$ cat src/rtl/raw_guard.sv
module raw_guard #(
  parameter int ADDR_W = 16,
  parameter int DEPTH  = 64
) (
  input  logic                       clk,
  input  logic                       rst_n,
  input  logic                       in_valid,
  output logic                       in_ready,
  input  logic [1:0]                 in_op,
  input  logic [ADDR_W-1:0]          in_addr,
  output logic                       out_valid,
  input  logic                       out_ready,
  output logic [1:0]                 out_op,
  output logic [ADDR_W-1:0]          out_addr,
  input  logic                       wr_done,
  output logic [$clog2(DEPTH+1)-1:0] occupancy
);
  localparam int PW = $clog2(DEPTH);
  localparam int CW = $clog2(DEPTH+1);
  localparam logic [PW-1:0] LAST = PW'(DEPTH-1);
  localparam logic [CW-1:0] FULL = CW'(DEPTH);

  logic [ADDR_W-1:0] slot [DEPTH];
  logic [DEPTH-1:0]  live, match;
  logic [PW-1:0]     head, tail;
  logic [CW-1:0]     count;
  logic              is_wr, hit, full, block, push, pop;

  for (genvar i = 0; i < DEPTH; i++) begin : g_cmp
    assign match[i] = live[i] && (slot[i] == in_addr);
  end

  assign hit       = |match;
  assign is_wr     = (in_op == 2'b01) || (in_op == 2'b10);
  assign full      = (count == FULL);
  assign block     = hit || (is_wr && full);
  assign out_valid = in_valid && !block;
  assign in_ready  = out_ready && !block;
  assign out_op    = in_op;
  assign out_addr  = in_addr;
  assign push      = in_valid && in_ready && is_wr;
  assign pop       = wr_done && (count != '0);
  assign occupancy = count;

  always_ff @(posedge clk) begin
    if (push) slot[tail] <= in_addr;
  end

  always_ff @(posedge clk) begin
    if (!rst_n) begin
      live  <= '0;
      head  <= '0;
      tail  <= '0;
      count <= '0;
    end else begin
      if (pop) begin
        live[head] <= 1'b0;
        head <= (head == LAST) ? '0 : head + 1'b1;
      end
      if (push) begin
        live[tail] <= 1'b1;
        tail <= (tail == LAST) ? '0 : tail + 1'b1;
      end
      case ({push, pop})
        2'b10:   count <= count + 1'b1;
        2'b01:   count <= count - 1'b1;
        default: count <= count;
      endcase
    end
  end

  AST_PUSH_GROWS: assert property (@(posedge clk) disable iff (!rst_n)
    (push && !pop) |=> (count == $past(count) + 1'b1));
  AST_READ_NO_RECORD: assert property (@(posedge clk) disable iff (!rst_n)
    (in_valid && in_ready && !is_wr && !wr_done) |=> $stable(count));
  AST_BOTH_HOLD: assert property (@(posedge clk) disable iff (!rst_n)
    (push && pop) |=> $stable(count));
  AST_NO_OVERFLOW: assert property (@(posedge clk) disable iff (!rst_n)
    count <= FULL);
  AST_EMPTY_RELEASE: assert property (@(posedge clk) disable iff (!rst_n)
    (wr_done && count == '0 && !push) |=> (count == '0));
  AST_HOLD_ON_BACKPRESSURE: assert property (@(posedge clk) disable iff (!rst_n)
    (!out_ready && !wr_done) |=> $stable(count));
endmodule

$ cat config.mk
export PLATFORM = sky130hd
export DESIGN_NAME = raw_guard
export DESIGN_NICKNAME = d
export VERILOG_FILES = /design/src/rtl/raw_guard.sv
export SDC_FILE = /design/constraint.sdc
export NUM_CORES = 2
export LEC_CHECK = 0
export ABC_CLOCK_PERIOD_IN_PS = 4960
export BUFFER_PORTS_ARGS = -buffer_cell sky130_fd_sc_hd__buf_2
export CELL_PAD_IN_SITES_DETAIL_PLACEMENT = 1
export CELL_PAD_IN_SITES_GLOBAL_PLACEMENT = 2
export CORE_MARGIN = 2
export CORE_UTILIZATION = 26
export DETAILED_ROUTE_END_ITERATION = 10
export GPL_ROUTABILITY_DRIVEN = 0
export HOLD_SLACK_MARGIN = 0.06
export PLACE_DENSITY_LB_ADDON = 0.1
export SETUP_SLACK_MARGIN = 0.2
export SLEW_MARGIN = 20
export SYNTH_ARGS = -nofsm -noshare
export SYNTH_HDL_FRONTEND = slang
export SYNTH_SLANG_ARGS = --single-unit
$ cat constraint.sdc
create_clock -name clk -period 4.96 [get_ports clk]
set_input_delay 0 -clock clk [delete_from_list [all_inputs] [get_ports clk]]
set_output_delay 0 -clock clk [all_outputs]
set_load 0.02 [all_outputs]
Word level (Yosys, flattened, before mapping)

Memories as Yosys holds them, arrays and structs flattened.
Index checks and enable logic that the tools add are counted.

$add $sub $neg: 4
Order comparisons: 4
Eq/ne operators: 71
Multiplexer cells: 12
Bitwise operators: 3
Reductions and logical operators: 78

Operators by type and width:

| cell                                                        | count |
|---|---|
| equality test 16 bit                                        | 64 |
| 2-to-1 mux 64 bit                                           | 3 |
| logical AND 1 bit                                           | 72 |
| AND 64 bit                                                  | 1 |
| NOT 64 bit                                                  | 1 |
| bitwise OR 64 bit                                           | 1 |
| OR reduction 64 bit                                         | 1 |
| less-than comparator 6 x 7 -> 1 bit (second input constant) | 2 |
| one-hot mux 7 bit (2 select lines)                          | 1 |
| adder 6 x 1 -> 6 bit (second input constant)                | 2 |
| demux 1 bit (select 6 bit)                                  | 2 |
| equality test 6 bit (second input constant)                 | 2 |
| >= comparator 6 x 1 -> 1 bit (second input constant)        | 2 |
| 2-to-1 mux 6 bit                                            | 2 |
| adder 7 x 1 -> 7 bit (second input constant)                | 1 |
| equality test 7 bit (second input constant)                 | 1 |
| nonzero test 7 bit                                          | 1 |
| subtractor 7 x 1 -> 7 bit (second input constant)           | 1 |
| equality test 2 x 1 -> 1 bit (second input constant)        | 2 |
| equality test 2 bit (second input constant)                 | 2 |
| 2-to-1 mux 1 bit                                            | 4 |
| logical OR 1 bit                                            | 2 |
| nonzero test 2 bit                                          | 1 |
| logical NOT 1 bit                                           | 1 |

Register bits after elaboration: 83
RAM bits: 1,024
Output and inout port bits: 27
Logic and storage cells: 177
Memories kept: 1

Memory list:

| name | words | bits a word | rd ports | clocked after memory_dff | write ports | line | RTL |
|---|---|---|---|---|---|---|---|
| slot | 64    | 16          | 64       | 0                        | 1           | 23   | `logic [ADDR_W-1:0] slot [DEPTH];` |

Longest topological paths before layout

Depth in word-level cells: 10
Mapped depth: 23
Gate-level depth less buffers: 19

Least setup slack after synthesis

Ideal clock, no wire load.

Kind: reg-to-reg
From: memory slot[35][2]
To: register count[6], in the netlist occupancy[6]
Setup time: 0.070 ns
Data arrival time: 4.054 ns
Data required time: 4.890 ns
Setup slack: 0.835 ns
Stages on the path, launching flop included: 18
Clock period less this slack: 4.125 ns
Cells stage by stage: edfxtp_1 > xor2_1 > nor4_1 > nand3_1 > nor4_1 > or4_1 > or4_4 > nor4_4 > inv_2 > ha_1 > fa_1 > a21o_1 > a21oi_1 > o21bai_1 > a21oi_1 > xor2_1 > or3_1 > a21oi_1

RTL lines:

| what                 | line | RTL |
|---|---|---|
| start, declared      | 23   |  |
| end signal, assigned | 65   | `2'b10: count <= count + 1'b1;` |
| end signal, assigned | 66   | `2'b01: count <= count - 1'b1;` |
| end signal, assigned | 67   | `default: count <= count;` |
| end, declared        | 26   | `logic [CW-1:0] count;` |

Worst setup path in the final report

From: input port in_addr[7]
To: register count[6], in the netlist occupancy[6]

Cells in the longest elaborated chain, start to end: 10

Ends and longest elaborated chain:

| what                                                                            | line | RTL |
|---|---|---|
| start, declared                                                                 | 10   | `input logic [ADDR_W-1:0] in_addr,` |
| equality test 16 bit                                                            | 30   | `assign match[i] = live[i] && (slot[i] == in_addr);` |
| logical AND 1 bit                                                               | 30   |  |
| OR reduction 64 bit *                                                           | 33   | `assign hit = \|match;` |
| logical OR 1 bit *                                                              | 36   | `assign block = hit \|\| (is_wr && full);` |
| logical NOT 1 bit *                                                             | 38   | `assign in_ready = out_ready && !block;` |
| logical AND 1 bit *                                                             | 38   |  |
| logical AND 1 bit * (2 in series)                                               | 41   | `assign push = in_valid && in_ready && is_wr;` |
| equality test 2 x 1 -> 1 bit / equality test 2 bit (equally long branches)      | 64   | `case ({push, pop})` |
| one-hot mux 7 bit (2 select lines) / nonzero test 2 bit (equally long branches) | -    |  |

Mark *: on every way between the ends. The rest lies on a longest branch, timed or not.
A chain may end at the register's enable or synchronous reset.

==> qor.yml <==
status:
  status: "finished clean"
grt:
  grt.total_usage_pct: 17.1
  antenna_found_initial: 7
  first_global_vias: 31400
  grt_pass1_wl_um: 237000
  grt_max_degree: 69
  overflow: 0
route:
  drc: 0
  dr_total_vias: 29100
  drtIter0Drc: 1839
  totalWireLength_um: 164000
  postRouteAntennaNets: 0
  viasPerCell: 4.61
  routedWlPerCell_um: 26.0
  drtPass1Iterations: 5
finish:
  fin_area_um2: 58900
  fin_nets: 3758
  layout-drive-gt1-share_pct: 14.6
  filler_cell_count: 19500
  final_cells: 6311
  antenna_cells: 0
  layout-area-overhead-vs-synth_pct: 20.7
critical_path:
  endpoint_kind: "flop"
  crit_type: "in2reg"
  crit_top_cell: "buf_4"
  crit_path_max_incr_delay_ns: 0.65
  crit_family: "buffers and inverters"
  arrival_ns: 5.20
  critical_path.cell_chain: "dlygate4sd3_1, buf_8, buf_4, xor2_1, nor4_1, nand4_1, o22ai_1, nor4_2, buf_4, nand4_1, buf_4, nor4_4, buf_4, inv_2, ha_1, ha_1, a21o_1, a21oi_2, o21bai_1, a21oi_1, xor2_1, or3_1, a21oi_1"
  crit_required_ns: 5.65
  worstReg2RegStart: "slot[57][11]"
  start_kind: "input pin"
  crit_buf_inv: 7
  crit_start: "in_addr[7]"
  crit_fanout: 22
  slowest_stage: "o22ai_1"
clock_network:
  cts_buffers: 140
  cts_tree: "built"
  cts.path.max_buffers: 3
  insertion_delay_ns: 0.79
  clk_pin_slew_ns: 0.06
  root_buffer: "clkbuf_16"
  cts_max_level: 4
  cts.sinks: 1107
placed_design:
  dp.cells: 6041
  dpl_cell_area_um2: 54400
  place_ws_ns: -0.0925
  port_buffers: 49
  dp_hpwl_um: 112000
logic_synthesis:
  synth.area.top_cells: "edfxtp_1, xor2_1, nor4_1"
  synth_cell_types: 50
  synth_most_common_cell: "edfxtp_1"
  synthFlopType: "edfxtp_1"
  yosysTopAreaCell: "edfxtp_1"
  synth_area_um2: 48800
  synthesis.nets: 3401
  synth_edf_count: 1024
  netlist.area_leader.share_pct: 63.1
  async_flop_share_pct: 0
  ys_warn_count: 0
  netlist_instances: 3369
  synth_common_cells: "edfxtp_1, xor2_1, nor4_1"
  synth-seq-cells: 1107
  syn_area_per_cell_um2: 14.5
  ys_seq_area_share_pct: 66.5
timing:
  max_freq_ghz: 0.222
  skew_ns: 0.0399
  hold_viol: 0
  fin_crit_sh_pct: 91.0
  rsz0062_at_grt: "false"
  tightest_slew_ns: 1.05
  drv_slew: 0
  slew_headroom_pct: 30.2
  report.final.setup_viol: 0
  period_needed_ns: 4.51
  setup_slack_ns: 0.447
floorplan:
  die_h_um: 437
  rows: 158
  core_um2: 186000
  dieArea_um2: 191000
  start_util_pct: 26.2
  die_w_um: 437
  pin_count: 50
run:
  max_cap_viol_count: 0
pwr:
  p_leak_nw: 19.2
  ir_drop_v: 0.000328
  powerDensity_nw_per_um2: 368
worst_hold_path:
  hp-start: "in_addr[12]"
  min_path_type: "in2reg"
cell families (layout without fill, tap and decap cells):
logic type	after synthesis	count (layout)	share of synthesized area (%)
and+or+nand+nor	832	832	9.77
buffers and inverters	180	642	2.21
DFF	1107	1107	66.5
muxes	4	4	0.0847
adders and majority gates	9	9	0.246
AOI/OAI and AO/OA	204	204	2.67
xor gates and xnor gates	1033	1033	18.6
sequential cells by signal (all words and copies together), names as in the netlist:
| signal | flops |
|---|---|
| head | 6 |
| live | 64 |
| occupancy | 7 |
| slot | 1024 |
| tail | 6 |
layout by cell type, fill, tap and decap left out, types with 4 or more instances in the layout:
master / netlist / final
clkinv_2: 0 / 17
xor2_1: 898 / 895
nand4_1: 67 / 67
inv_6: 0 / 7
a21oi_1: 17 / 16
nor4b_1: 49 / 49
o21ai_0: 58 / 58
inv_1: 8 / 8
buf_2: 47 / 33
nor2b_1: 5 / 5
nor2_1: 95 / 95
clkbuf_1: 31 / 39
nand3_1: 104 / 104
ha_1: 8 / 8
o22ai_1: 38 / 37
bufinv_16: 0 / 4
dfxtp_1: 83 / 83
nand3b_1: 42 / 42
dlygate4sd3_1: 0 / 22
nor3_1: 101 / 101
o21a_1: 5 / 5
clkinv_1: 0 / 27
or3_1: 5 / 5
nor4_1: 266 / 265
or4_1: 14 / 13
buf_4: 80 / 250
buf_12: 0 / 67
clkbuf_8: 0 / 16
edfxtp_1: 1024 / 1024
o21ai_1: 4 / 4
o211ai_1: 60 / 60
clkbuf_16: 0 / 143
xnor2_1: 135 / 135
o22a_1: 8 / 8
nand2_1: 69 / 69
worst paths after layout:
check | to | slack, ns | depth (start not counted)
worst max-delay path | occupancy[6] | 0.45 | 23
worst max register to register | occupancy[6] | 0.47 | 18
worst min register to register | live[63] | 0.52 | 2
worst min-delay path | slot[2][12] | 0.16 | 2
area by class of cell:
class	instances	area, µm²	area share [%]
clock buffer	188	3810	6.47
clock inverter	59	415	0.705
inverter	9	33.8	0.0574
multi-input combinational	2082	15300	26.0
sequential	1107	32400	55.0
tap	2480	3100	5.27
timing repair buffer	386	3790	6.44
report_power, final:
group          internal, mW  switching (mW)
Clock                  5.57            4.03
Combinational         0.639            1.18
Sequential             10.2          0.0434
Total                  16.4            5.25
layer usage:
layer	up-vias	wire [µm]	global-route usage, %
met3	195	4340	2.25
met2	436	77800	28.2
li1	13300	-	-
met5	-	0	0
met1	15200	78400	23.7
met4	0	3650	4.54
through the flow:
stage          TNS (ns)  util, %  power [mW]  hold slack [ns]
3_3_place_gp     -0.261     29.2        12.3            0.248
3_5_place_dp    -0.0925     29.2        12.3            0.255
6_report              0     31.7        21.7            0.156
4_1_cts               0     31.6        22.1           0.0823
5_1_grt               0     31.7        22.5            0.122
2_1_floorplan         0        -        11.4           0.0989
worst register-to-register path, cell delays in order (launching register included):
cell and delay, ns:
edfxtp_1 0.39, xor2_1 0.17, nor4_1 0.07, nand3_1 0.13
nor4_1 0.06, or4_4 0.55, or4_4 0.59, nor4_4 0.22
buf_4 0.17, inv_2 0.06, ha_1 0.25, fa_1 0.41
a21o_1 0.22, a21oi_2 0.19, o21bai_1 0.10, a21oi_1 0.21
xor2_1 0.11, or3_1 0.32, a21oi_1 0.16
timing repair:
item                       4_1_cts  5_1_grt
hold endpoints to repair       957        0
cloned                           0        0
resized for setup                0       19
setup endpoints to repair        1        1
hold buffers                    22        0
pin swaps                        1        0
setup buffers                    1        0
Power figures use the tool's default switching activity.
